**src/rtl/cp_seq_pkg.sv**
```systemverilog
package cp_seq_pkg;
  typedef enum logic [2:0] {
    OP_LOAD = 3'd0, OP_STORE = 3'd1, OP_TO_CP = 3'd2, OP_FROM_CP = 3'd3, OP_DATA = 3'd4
  } cp_op_e;

  typedef enum logic [1:0] {RSP_READY = 2'd0, RSP_BUSY = 2'd1, RSP_CANT = 2'd2, RSP_INC = 2'd3} cp_rsp_e;
  typedef enum logic [1:0] {PH_FIRST = 2'd0, PH_BUSY = 2'd1, PH_INTR = 2'd2, PH_DATA = 2'd3} cp_ph_e;
  typedef enum logic [1:0] {OC_OK = 2'd0, OC_UNDEF = 2'd1, OC_ABORT = 2'd2, OC_INTR = 2'd3} oc_e;
  typedef enum logic [1:0] {IK_NONE = 2'd0, IK_RESET = 2'd1, IK_FIQ = 2'd2, IK_IRQ = 2'd3} ik_e;

  typedef enum logic [3:0] {
    S_IDLE, S_CHECK, S_FIRST, S_BUSY, S_XFER, S_CCYC, S_ICYC, S_DONE, S_TRAP
  } st_e;

  function automatic logic op_is_mem(logic [2:0] op);
    return (op == OP_LOAD) || (op == OP_STORE);
  endfunction

  function automatic logic op_is_move(logic [2:0] op);
    return (op == OP_TO_CP) || (op == OP_FROM_CP);
  endfunction
endpackage

```
**src/rtl/cp_int_pri.sv**
```systemverilog
module cp_int_pri
  import cp_seq_pkg::*;
(
  input  logic       reset_line_ni,
  input  logic       fiq_ni,
  input  logic       irq_ni,
  input  logic       fiq_mask_i,
  input  logic       irq_mask_i,
  output logic       pend_o,
  output logic [1:0] kind_o
);
  logic fiq_live, irq_live;

  assign fiq_live = !fiq_ni && !fiq_mask_i;
  assign irq_live = !irq_ni && !irq_mask_i;

  always_comb begin
    kind_o = IK_NONE;
    if (!reset_line_ni)  kind_o = IK_RESET;
    else if (fiq_live)   kind_o = IK_FIQ;
    else if (irq_live)   kind_o = IK_IRQ;
  end

  assign pend_o = !reset_line_ni || fiq_live || irq_live;

  // a masked normal interrupt alone never wins
  always_comb begin
    if (reset_line_ni && fiq_ni && irq_mask_i)
      a_masked_r5: assert (!pend_o);
  end
endmodule

```
**src/rtl/cp_addr_chk.sv**
```systemverilog
module cp_addr_chk #(
  parameter int AW         = 32,
  parameter int LEGAL_BITS = 26,
  parameter int VEC_BYTES  = 32
) (
  input  logic [AW-1:0] addr_i,
  input  logic          is_mem_i,
  input  logic          is_store_i,
  output logic          bad_o
);
  logic out_of_range;
  logic in_vec;

  generate
    if (LEGAL_BITS < AW) begin : g_range
      assign out_of_range = |addr_i[AW-1:LEGAL_BITS];
    end else begin : g_norange
      assign out_of_range = 1'b0;
    end
  endgenerate

  assign in_vec = addr_i < AW'(VEC_BYTES);
  assign bad_o  = is_mem_i && (out_of_range || (is_store_i && in_vec));
endmodule

```
**src/rtl/cp_burst_ctr.sv**
```systemverilog
module cp_burst_ctr #(
  parameter int AW = 32
) (
  input  logic          clk_i,
  input  logic          rst_ni,
  input  logic          load_i,
  input  logic [AW-1:0] base_i,
  input  logic          xfer_i,
  input  logic          step_i,
  input  logic          mem_abort_i,
  output logic [AW-1:0] addr_o,
  output logic          first_o,
  output logic          abort_o
);
  localparam logic [AW-1:0] STEP = AW'(4);

  always_ff @(posedge clk_i or negedge rst_ni) begin
    if (!rst_ni) begin
      addr_o  <= '0;
      first_o <= 1'b0;
      abort_o <= 1'b0;
    end else if (load_i) begin
      addr_o  <= base_i;
      first_o <= 1'b1;
      abort_o <= 1'b0;
    end else if (xfer_i) begin
      first_o <= 1'b0;
      if (mem_abort_i) abort_o <= 1'b1;
      if (step_i)      addr_o  <= addr_o + STEP;
    end
  end

  // each increment answer moves the word address by one word
  p_step_r7: assert property (@(posedge clk_i) disable iff (!rst_ni)
    (step_i && !load_i) |=> (addr_o == $past(addr_o) + STEP));

  // abort stays set until the next instruction
  p_abort_sticky_r9: assert property (@(posedge clk_i) disable iff (!rst_ni)
    (abort_o && !load_i) |=> abort_o);
endmodule

```
**src/rtl/cp_hs_seq.sv**
```systemverilog
module cp_hs_seq
  import cp_seq_pkg::*;
#(
  parameter int NCP        = 16,
  parameter int AW         = 32,
  parameter int DW         = 32,
  parameter int LEGAL_BITS = 26,
  parameter int VEC_BYTES  = 32,
  localparam int CPN_W     = $clog2(NCP)
) (
  input  logic             clk_i,
  input  logic             rst_ni,
  input  logic             start_i,
  input  logic [2:0]       op_i,
  input  logic [CPN_W-1:0] cp_num_i,
  input  logic [AW-1:0]    addr_i,
  input  logic             wb_i,
  input  logic [DW-1:0]    core_data_i,
  input  logic [NCP-1:0]   cp_allow_i,
  input  logic             reset_line_ni,
  input  logic             fiq_ni,
  input  logic             irq_ni,
  input  logic             fiq_mask_i,
  input  logic             irq_mask_i,
  output logic             cp_req_o,
  output logic [1:0]       cp_phase_o,
  output logic [2:0]       cp_op_o,
  output logic [CPN_W-1:0] cp_num_o,
  output logic [DW-1:0]    cp_wdata_o,
  input  logic [1:0]       cp_resp_i,
  input  logic [DW-1:0]    cp_rdata_i,
  output logic             mem_req_o,
  output logic             mem_we_o,
  output logic [AW-1:0]    mem_addr_o,
  output logic [DW-1:0]    mem_wdata_o,
  input  logic [DW-1:0]    mem_rdata_i,
  input  logic             mem_abort_i,
  output logic             wb_o,
  output logic             idle_cyc_o,
  output logic             cp_cyc_o,
  output logic             done_o,
  output logic [1:0]       outcome_o,
  output logic [1:0]       int_kind_o,
  output logic [DW-1:0]    result_o
);
  localparam logic [DW-1:0] REFUSED_VAL = {4'hF, {(DW-4){1'b0}}};

  st_e              st_q, st_d;
  logic [2:0]       op_q;
  logic [CPN_W-1:0] cpn_q;
  logic             wb_q;
  logic [DW-1:0]    core_q;
  logic [1:0]       oc_q, oc_d;
  logic [1:0]       kind_q, kind_d;
  logic [DW-1:0]    res_q, res_d;

  logic             is_mem, is_store, is_move, is_from;
  logic             addr_bad, pend;
  logic [1:0]       pend_kind;
  logic             burst_first, burst_abort;
  logic             take_ans;
  logic             step;
  cp_rsp_e          rsp;

  assign rsp      = cp_rsp_e'(cp_resp_i);
  assign is_mem   = op_is_mem(op_q);
  assign is_store = op_q == OP_STORE;
  assign is_move  = op_is_move(op_q);
  assign is_from  = op_q == OP_FROM_CP;

  cp_int_pri u_pri (
    .reset_line_ni (reset_line_ni),
    .fiq_ni        (fiq_ni),
    .irq_ni        (irq_ni),
    .fiq_mask_i    (fiq_mask_i),
    .irq_mask_i    (irq_mask_i),
    .pend_o        (pend),
    .kind_o        (pend_kind)
  );

  cp_addr_chk #(.AW(AW), .LEGAL_BITS(LEGAL_BITS), .VEC_BYTES(VEC_BYTES)) u_chk (
    .addr_i     (mem_addr_o),
    .is_mem_i   (is_mem),
    .is_store_i (is_store),
    .bad_o      (addr_bad)
  );

  assign step = (st_q == S_XFER) && (rsp == RSP_INC);

  cp_burst_ctr #(.AW(AW)) u_burst (
    .clk_i       (clk_i),
    .rst_ni      (rst_ni),
    .load_i      ((st_q == S_IDLE) && start_i),
    .base_i      (addr_i),
    .xfer_i      (st_q == S_XFER),
    .step_i      (step),
    .mem_abort_i (mem_abort_i),
    .addr_o      (mem_addr_o),
    .first_o     (burst_first),
    .abort_o     (burst_abort)
  );

  always_comb begin
    st_d       = st_q;
    oc_d       = oc_q;
    kind_d     = kind_q;
    res_d      = res_q;
    take_ans   = 1'b0;
    cp_req_o   = 1'b0;
    cp_phase_o = PH_FIRST;
    idle_cyc_o = 1'b0;
    cp_cyc_o   = 1'b0;
    unique case (st_q)
      S_IDLE: if (start_i) begin
        st_d   = S_CHECK;
        oc_d   = OC_OK;
        kind_d = IK_NONE;
        res_d  = '0;
      end
      S_CHECK: begin
        if (!cp_allow_i[cpn_q]) begin
          st_d = S_TRAP;
          oc_d = OC_UNDEF;
        end else if (addr_bad) begin
          st_d = S_TRAP;
          oc_d = OC_ABORT;
        end else begin
          st_d = S_FIRST;
        end
      end
      S_FIRST: begin
        cp_req_o = 1'b1;
        take_ans = 1'b1;
      end
      S_BUSY: begin
        idle_cyc_o = 1'b1;
        cp_req_o   = 1'b1;
        if (pend) begin
          cp_phase_o = PH_INTR;
          kind_d     = pend_kind;
          oc_d       = OC_INTR;
          st_d       = S_TRAP;
        end else begin
          cp_phase_o = PH_BUSY;
          take_ans   = 1'b1;
        end
      end
      S_XFER: begin
        cp_req_o   = 1'b1;
        cp_phase_o = PH_DATA;
        if (rsp != RSP_INC) st_d = S_DONE;
      end
      S_CCYC: begin
        cp_cyc_o = 1'b1;
        st_d     = is_from ? S_ICYC : S_DONE;
      end
      S_ICYC: begin
        idle_cyc_o = 1'b1;
        st_d       = S_DONE;
      end
      S_DONE, S_TRAP: st_d = S_IDLE;
      default: st_d = S_IDLE;
    endcase

    // answer to an opening or a repeated request
    if (take_ans) begin
      unique case (rsp)
        RSP_BUSY: st_d = S_BUSY;
        RSP_CANT: begin
          st_d = S_TRAP;
          oc_d = is_mem ? OC_ABORT : OC_UNDEF;
          if (is_from) res_d = REFUSED_VAL;
        end
        default: begin
          if (is_mem)       st_d = S_XFER;
          else if (is_move) st_d = S_CCYC;
          else              st_d = S_DONE;
          if (is_from) res_d = cp_rdata_i;
        end
      endcase
    end
  end

  always_ff @(posedge clk_i or negedge rst_ni) begin
    if (!rst_ni) begin
      st_q   <= S_IDLE;
      op_q   <= OP_DATA;
      cpn_q  <= '0;
      wb_q   <= 1'b0;
      core_q <= '0;
      oc_q   <= OC_OK;
      kind_q <= IK_NONE;
      res_q  <= '0;
    end else begin
      st_q   <= st_d;
      oc_q   <= oc_d;
      kind_q <= kind_d;
      res_q  <= res_d;
      if (st_q == S_IDLE && start_i) begin
        op_q   <= op_i;
        cpn_q  <= cp_num_i;
        wb_q   <= wb_i;
        core_q <= core_data_i;
      end
    end
  end

  assign cp_op_o     = op_q;
  assign cp_num_o    = cpn_q;
  assign cp_wdata_o  = (st_q == S_XFER && !is_store) ? mem_rdata_i : core_q;
  assign mem_req_o   = st_q == S_XFER;
  assign mem_we_o    = mem_req_o && is_store;
  assign mem_wdata_o = cp_rdata_i;
  assign wb_o        = mem_req_o && burst_first && wb_q;
  assign done_o      = (st_q == S_DONE) || (st_q == S_TRAP);
  assign outcome_o   = (st_q == S_TRAP) ? oc_q : (burst_abort ? OC_ABORT : OC_OK);
  assign int_kind_o  = kind_q;
  assign result_o    = res_q;

  // a denied coprocessor never sees a request
  p_deny_r1: assert property (@(posedge clk_i) disable iff (!rst_ni)
    (st_q == S_CHECK && !cp_allow_i[cpn_q]) |=> (!cp_req_o && done_o && outcome_o == OC_UNDEF));

  // a busy-phase request always comes with an idle cycle
  p_busy_idle_r3: assert property (@(posedge clk_i) disable iff (!rst_ni)
    (cp_req_o && cp_phase_o == PH_BUSY) |-> idle_cyc_o);

  // an interrupt request is followed by the interrupted outcome
  p_intr_r4: assert property (@(posedge clk_i) disable iff (!rst_ni)
    (cp_req_o && cp_phase_o == PH_INTR) |=> (done_o && outcome_o == OC_INTR));

  // a refused opening or repeated request ends with a trap outcome
  p_cant_r6: assert property (@(posedge clk_i) disable iff (!rst_ni)
    (cp_req_o && (cp_phase_o == PH_FIRST || cp_phase_o == PH_BUSY) && cp_resp_i == RSP_CANT)
      |=> (done_o && outcome_o != OC_OK));

  // writeback only alongside a memory word
  p_wb_r8: assert property (@(posedge clk_i) disable iff (!rst_ni)
    wb_o |-> (mem_req_o && !$past(mem_req_o)));

  // one coprocessor cycle per move
  p_ccyc_r11: assert property (@(posedge clk_i) disable iff (!rst_ni)
    cp_cyc_o |=> !cp_cyc_o);

  // completion is a single-cycle pulse
  p_done_pulse_r12: assert property (@(posedge clk_i) disable iff (!rst_ni)
    done_o |=> !done_o);
endmodule

```
**config.mk**
```make
export PLATFORM = sky130hd
export DESIGN_NAME = cp_hs_seq
export DESIGN_NICKNAME = d
export VERILOG_FILES = /design/src/rtl/cp_seq_pkg.sv /design/src/rtl/cp_int_pri.sv /design/src/rtl/cp_addr_chk.sv /design/src/rtl/cp_burst_ctr.sv /design/src/rtl/cp_hs_seq.sv
export SDC_FILE = /design/constraint.sdc
export NUM_CORES = 1
export LEC_CHECK = 0
export BUFFER_PORTS_ARGS = -buffer_cell sky130_fd_sc_hd__buf_2
export CAP_MARGIN = 10
export CORE_MARGIN = 1.5
export CORE_UTILIZATION = 42
export DETAILED_ROUTE_END_ITERATION = 8
export PLACE_DENSITY = 0.73
export SETUP_SLACK_MARGIN = 0.3
export SYNTH_ARGS = -nofsm -noshare
export SYNTH_HDL_FRONTEND = slang
export SYNTH_SLANG_ARGS = --single-unit
```
**constraint.sdc**
```tcl
create_clock -name clk_i -period 2.25 [get_ports clk_i]
set_input_delay 0.225 -clock clk_i [delete_from_list [all_inputs] [get_ports clk_i]]
set_output_delay 0.225 -clock clk_i [all_outputs]
set_load 0.01 [all_outputs]
```
==> impl_metrics.tcl, run 1 <==
set metrics [dict create \
    cp_common_cell "buf_6" \
    syn_nets 882 \
    path_clk_slew_ns 0.06 \
    drt_iter0_drc 412 \
    max_stage_delay_ns 0.50 \
    startpoint "cp_op_o[1]" \
    port_buffers 310 \
    crit_family "buffers and inverters" \
    period_share_pct 102.6 \
    core-area_um2 14480 \
    dp.cells 1161 \
    antenna_found_initial 1 \
    start_util_pct 42.97 \
    die_w_um 124.7 \
    fmax_mhz 433.1 \
    leakage_nw 5.390 \
    via_per_inst 5.384 \
    arrival_ns 2.08 \
    worst_slack_ns -0.05895 \
    crit_end "cp_wdata_o[25]" \
    synth-seq-area-share_pct 45.87 \
    place.gp.congestion 0.9037 \
    synthArstFlopShare_pct 100.0 \
    reg2reg_from "st_q[3]" \
    nets 1253 \
    synth-edff-count 0 \
    power_switching_mw 4.652 \
    pwr-share-clk_pct 21.8 \
    power_density_nw_per_um2 1133 \
    ys_warn_count 0 \
    grt_pass1_wl_um 32730 \
    dp_hpwl_um 13860 \
    cap_violations 0 \
    period_minus_slack_ns 2.309 \
    drc 0 \
    drv_slew 0 \
    num_rows 44 \
    ys_ff_latch 114 \
    cts_buffers 17 \
    synthDistinctLibCells 51 \
    switching_share_pct 38.56 \
    clock_skew_ns 0.006888 \
    cts_tree "done" \
    cts_max_level 4 \
    io_pins 311 \
    crit_cells 7 \
    worst_ir_drop_vdd_uv 914.8 \
    vias 6913 \
    stdcell_count 1284 \
    netlist_instances 715 \
    worst_path_max_delay_cell "dfrtp_1" \
    wirelength_um 24200 \
    grt_use_total_pct 26.81 \
    ant_nets 0 \
    clk_latency_ns 0.41 \
    fp.dieArea_um2 15550 \
    dieHeight_um 124.7 \
    crit_type "flop to primary output" \
    synth_ff_type "dfrtp_1" \
    critPathCaptureType "primary output" \
    drtPass1Iterations 5 \
    crit_fanout 8 \
    clock_sinks 114 \
    tns_ns -1.083 \
    grt_pass1_vias 6400 \
    power_mw 12.06 \
    r2r_cells 8 \
    slew_headroom_pct 46.33 \
    syn_area_um2 6222 \
    tightest_slew_ns 0.8051 \
    rrSetupSlack_ns 0.05 \
    overflow 0 \
    finalHoldViolations 0 \
    root_buffer "clkbuf_16" \
    grt_max_degree 77 \
    fill_cells 987 \
    rsz0062_at_grt "yes" \
    setup_viol_count_final 32 \
    wl_per_cell_um 18.85 \
    clockBufferDepth 2 \
    p_int_mw 7.412 \
    postSynthAreaPerCell_um2 8.702 \
    pwr-share-seq_pct 29.9 \
    min-delay-path-class "primary input to flop" \
    drive_gt1_share_pct 51.87 \
    worstPathRequired_ns 2.03 \
    start_kind "flop" \
    violations "setup timing" \
    critPathBufInv 4 \
    outcome "complete, but fails checks" \
    timing.rr.end "result_o[15]" \
    finalCoreUtilization_pct 73.51 \
    path_cells "nor2_2 -> buf_6 -> a21oi_4 -> buf_6 -> buf_16 -> mux2_2 -> buf_6" \
    area_growth_syn_to_layout_pct 71.06 \
    comb_power_share_pct 48.3 \
]
[worst min-delay path: stages]
cell	delay, ns
buf_2	0.07
nand2_1	0.04
nand2_1	0.05
[placed cells by master, fill, tap and decap left out, types with 5 or more instances in the layout]
cell and instances:
a21oi_1 7, a22oi_1 13, and3_1 5, buf_12 5, buf_16 5, buf_2 273
buf_4 26, buf_6 68, clkbuf_16 24, clkinv_2 6, dfrtp_1 109, dlygate4sd3_1 37
inv_1 10, mux2_2 10, mux2_4 23, nand2_1 191, nand3_1 10, nand4_1 6
nor2_1 23, nor2_2 7, nor2_4 20, nor3_4 10, nor4_4 10, o21ai_0 8
o21ai_1 46, o21ai_2 18, xnor2_1 23
[power by group through the flow]
| stage | Sequential (mW) | Clock [mW] | Combinational [mW] |
|---|---|---|---|
| after floorplan | 3.52 | 0 | 2.34 |
| after global placement | 3.55 | 0 | 3.94 |
| after detailed placement | 3.55 | 0 | 4.02 |
| after CTS | 3.54 | 2.67 | 4.92 |
| after global routing | 3.70 | 2.76 | 6.21 |
| final | 3.61 | 2.63 | 5.82 |
[synth_stat cells, drive strengths merged (2+ instances only)]
master	n	share of area (%)
ha	4	0.80
dfrtp	113	45
nand3b	2	0.24
mux4	4	1.4
buf	43	4.8
a22oi	15	1.8
a32o	2	0.32
o31ai	2	0.24
nand2b	3	0.54
o22ai	2	0.20
and2	2	0.20
or2	2	0.20
xnor2	28	3.9
nand4	6	0.60
a21oi	14	1.2
o21ai	72	5.8
and3	9	0.90
nor4	15	1.5
inv	11	0.66
clkbuf	30	1.8
nand3	15	1.2
and4	2	0.28
a22o	2	0.28
mux2	33	6.0
xor2	2	0.28
a21o	3	0.36
mux2i	4	0.64
nor2	50	3.1
nor3	17	1.4
a31oi	2	0.20
nand2	193	12
[sequential cells by signal (all words and copies together) (netlist names)]
| register | flops |
|---|---|
| u_burst.abort_o | 1 |
| oc_q | 2 |
| result_o | 32 |
| st_q | 4 |
| core_q | 32 |
| cp_op_o | 3 |
| wb_q | 1 |
| int_kind_o | 2 |
| u_burst.addr_o | 32 |
| u_burst.first_o | 1 |
| cp_num_o | 4 |
[routing by layer]
metal,wire length (um),up-vias,global-route usage [%]
met3,1766,61,7.302
met5,0,-,0
met4,794,0,10.14
met1,8863,3316,30.22
met2,12780,377,48.13
li1,-,3159,-
[cell families (layout without fill, tap and decap cells)]
logic type	count (synthesis)	count (layout)	share of synthesized area [%]
AOI/OAI and AO/OA	119	119	11.10
xor gates and xnor gates	30	30	4.223
adders and majority gates	4	4	0.8044
buffers and inverters	84	468	7.320
DFF	114	114	45.87
muxes	41	41	8.064
other	0	1	0
and+or+nand+nor	323	323	22.62
[through the flow]
step / instance area (um2) / hold WS [ns] / setup slack (ns)
6_report: 10640 / 0.02369 / -0.05895
5_1_grt: 10640 / 0.01527 / -0.1239
4_1_cts: 9627 / 0.0003276 / -0.06596
3_5_place_dp: 7851 / 0.1962 / 0.1749
3_3_place_gp: 7851 / 0.1947 / 0.2305
2_1_floorplan: 6245 / -0.07059 / 0.1942
[final cells by class]
class,count,area (um2),share of cell area [%]
multi-input combinational,517,3755,35.28
timing repair buffer,425,3171,29.79
sequential,114,2859,26.86
clock buffer,18,439.2,4.126
tap,184,230.2,2.163
clock inverter,14,138.9,1.305
inverter,11,48.80,0.4584
antenna,1,2.502,0.02351
[worst min path at each step]
stage                     start            endpoint  depth (start not counted)
CTS                  addr_i[14]  u_burst.addr_o[14]                          3
global route        cp_num_i[2]         cp_num_o[2]                          3
finish              cp_num_i[2]         cp_num_o[2]                          3
detailed placement       rst_ni  u_burst.addr_o[18]                          1
global placement         rst_ni  u_burst.addr_o[18]                          1
floorplan                rst_ni           core_q[0]                          0
[timing repair]
action	CTS	global route
setup endpoints to repair	78	98
pin swaps	14	68
resized for setup	144	159
setup buffers	17	22
hold endpoints to repair	67	0
hold buffers	37	0
gates cloned	4	10
No activity file was read; power rests on OpenSTA's default activity.
==> inputs of run 2 (changes only) <==
Settings changed: ABC_AREA from default to 1, BUFFER_PORTS_ARGS -buffer_cell sky130_fd_sc_hd__buf_2 to -buffer_cell sky130_fd_sc_hd__buf_4, CORE_UTILIZATION 42 to 44, PLACE_DENSITY 0.73 to 0.74.
==> run 2 against run 1 <==
- the flow now finishes without violations
- first-iteration DRC count up 50%
- register-to-register slack better by 0.30 ns
- combinational power up 16%
- clock skew up 0.0042 ns
- wire length up 9.3%
- largest power group unchanged
- highest routed layer unchanged
==> impl_metrics.tcl, run 2 <==
set metrics [dict create \
    fp.dieArea_um2 16820 \
    overflow 0 \
    syn_area_um2 7064 \
    synth_ff_type "dfrtp_1" \
    dp_hpwl_um 17550 \
    place.gp.congestion 0.9313 \
    slew_headroom_pct 52.70 \
    start_kind "flop" \
    cap_violations 0 \
    drc 0 \
    drtPass1Iterations 5 \
    vias 8110 \
    power_density_nw_per_um2 1203 \
    ys_warn_count 0 \
    netlist_instances 953 \
    drv_slew 0 \
    synth_top_cell_by_area "dfrtp_1" \
    grt_max_degree 115 \
    cts_buffers 17 \
    grt_use_total_pct 30.39 \
    nets 1453 \
    final_common_cell "buf_4" \
    clock_sinks 114 \
    critPathCaptureType "primary output" \
    max_stage_delay_ns 0.42 \
    die_w_um 129.7 \
    port_buffers 310 \
    path_cells "inv_2 -> nand2_4 -> nor2_4 -> nand2_4 -> buf_6 -> buf_12 -> mux2_4 -> buf_6" \
    critPathBufInv 4 \
    cts_tree "done" \
    fin_hold_ws_ns 0.008201 \
    clock_skew_ns 0.01114 \
    synth-seq-area-share_pct 40.40 \
    setup_viol_count_final 0 \
    tightest_slew_ns 0.7096 \
    cts_max_level 4 \
    synth_area_leaders "dfrtp_1 (40%), nand2_1 (16%), nand3_1 (5.2%)" \
    yosys-top-cells-count "nand2_1 (298), dfrtp_1 (113), nor2_1 (83), nand3_1 (73), o21ai_0 (73)" \
    synth-edff-count 0 \
    syn_nets 1120 \
    drive_gt1_share_pct 36.64 \
    stdcell_count 1516 \
    power_mw 13.16 \
    dp.cells 1422 \
    clockBufferDepth 2 \
    tns_ns 0 \
    worstPathRequired_ns 2.03 \
    ant_nets 0 \
    root_buffer "clkbuf_16" \
    area_growth_syn_to_layout_pct 54.85 \
    finalCoreUtilization_pct 69.37 \
    period_share_pct 95.80 \
    grt_pass1_wl_um 39630 \
    rsz0062_at_grt "yes" \
    postSynthAreaPerCell_um2 7.413 \
    layout_common_cells "buf_4 (320), nand2_1 (290), dfrtp_1 (111)" \
    grt_pass1_vias 7766 \
    crit_type "flop to primary output" \
    path_clk_slew_ns 0.06 \
    start_util_pct 44.80 \
    finalHoldViolations 0 \
    core-area_um2 15770 \
    fmax_mhz 463.9 \
    synthDistinctLibCells 41 \
    synth_top_area_share_pct 40.03 \
    dieHeight_um 129.7 \
    num_rows 46 \
    crit_fanout 8 \
    clk_latency_ns 0.42 \
    synthArstFlopShare_pct 100.0 \
    via_per_inst 5.350 \
    drt_iter0_drc 616 \
    post-synth-top-count-cell "nand2_1" \
    worst_ir_drop_vdd_uv 651.8 \
    worst_path_max_delay_cell "dfrtp_1" \
    wirelength_um 26450 \
    arrival_ns 1.93 \
    wl_per_cell_um 17.45 \
    min-delay-path-class "primary input to flop" \
    outcome "finished, final reports clean" \
    leakage_nw 5.579 \
    antenna_found_initial 1 \
    ys_ff_latch 114 \
    period_minus_slack_ns 2.155 \
    crit_family "buffers and inverters" \
    io_pins 311 \
]
==> run 2: worst paths after layout <==
check	startpoint	to	slack, ns	cells past startpoint
max	st_q[3]	cp_wdata_o[21]	0.09	8
min	core_data_i[11]	core_q[11]	0.008	3
max reg2reg	st_q[3]	result_o[26]	0.35	11
min reg2reg	u_burst.first_o	u_burst.first_o	0.47	2
max in group asynchronous	rst_ni	st_q[2]	1.28	3
min in group asynchronous	rst_ni	u_burst.addr_o[13]	0.41	3
==> run 2: metal layers <==
metal / share of wire, % / vias up / GRT usage [%] / wire length (um)
li1: - / 3780 / - / -
met1: 39 / 3854 / 38.27 / 10440
met2: 50 / 417 / 51.54 / 13280
met3: 7.7 / 59 / 7.052 / 2033
met4: 2.7 / 0 / 10.33 / 706
met5: 0 / - / 0 / 0
==> run 2: area by class of cell <==
| cell class | instances | area, um2 |
|---|---|---|
| fillers | 1285 | 4831 |
| diodes | 1 | 2.502 |
| repair buffers | 391 | 3303 |
| flip-flops and latches | 114 | 2856 |
| clock buffers | 19 | 442.9 |
| inverters | 76 | 305.3 |
| multi-input cells | 686 | 3598 |
| well taps | 216 | 270.3 |
| clock inverters | 13 | 160.2 |
==> run 2: worst min-delay path, stage by stage <==
cell	delay [ns]
buf_4	0.08
nand2_1	0.04
nand2_1	0.05
==> run 2: cell families after synthesis <==
group,after synthesis,synth area share (%)
compound gates,149,12.84
xor+xnor,8,0.9919
fa+ha+maj,4,0.7085
buf+inv,154,10.57
flops,114,40.40
mux,32,5.101
simple gates,492,29.38
==> run 2: through the flow <==
stage / area [um2] / setup WS [ns]
floorplan: 7064 / 0.5949
global placement: 9419 / 0.1966
detailed placement: 9419 / 0.1501
CTS: 10680 / 0.1224
global route: 10940 / 0.04439
finish: 10940 / 0.09456
==> run 2: timing repair <==
item / CTS / global route
endpoints found under the setup margin: 65 / 107
buffers inserted: 20 / 10
pin swaps: 9 / 8
gates cloned: 3 / 3
resized for setup: 47 / 37
endpoints found under the hold margin: 137 / 0
hold buffers: 25 / 0
==> run 2: where the power goes <==
group          switching [mW]  internal (mW)
clock network            1.01           1.77
logic                    3.59           3.18
registers               0.805           2.80
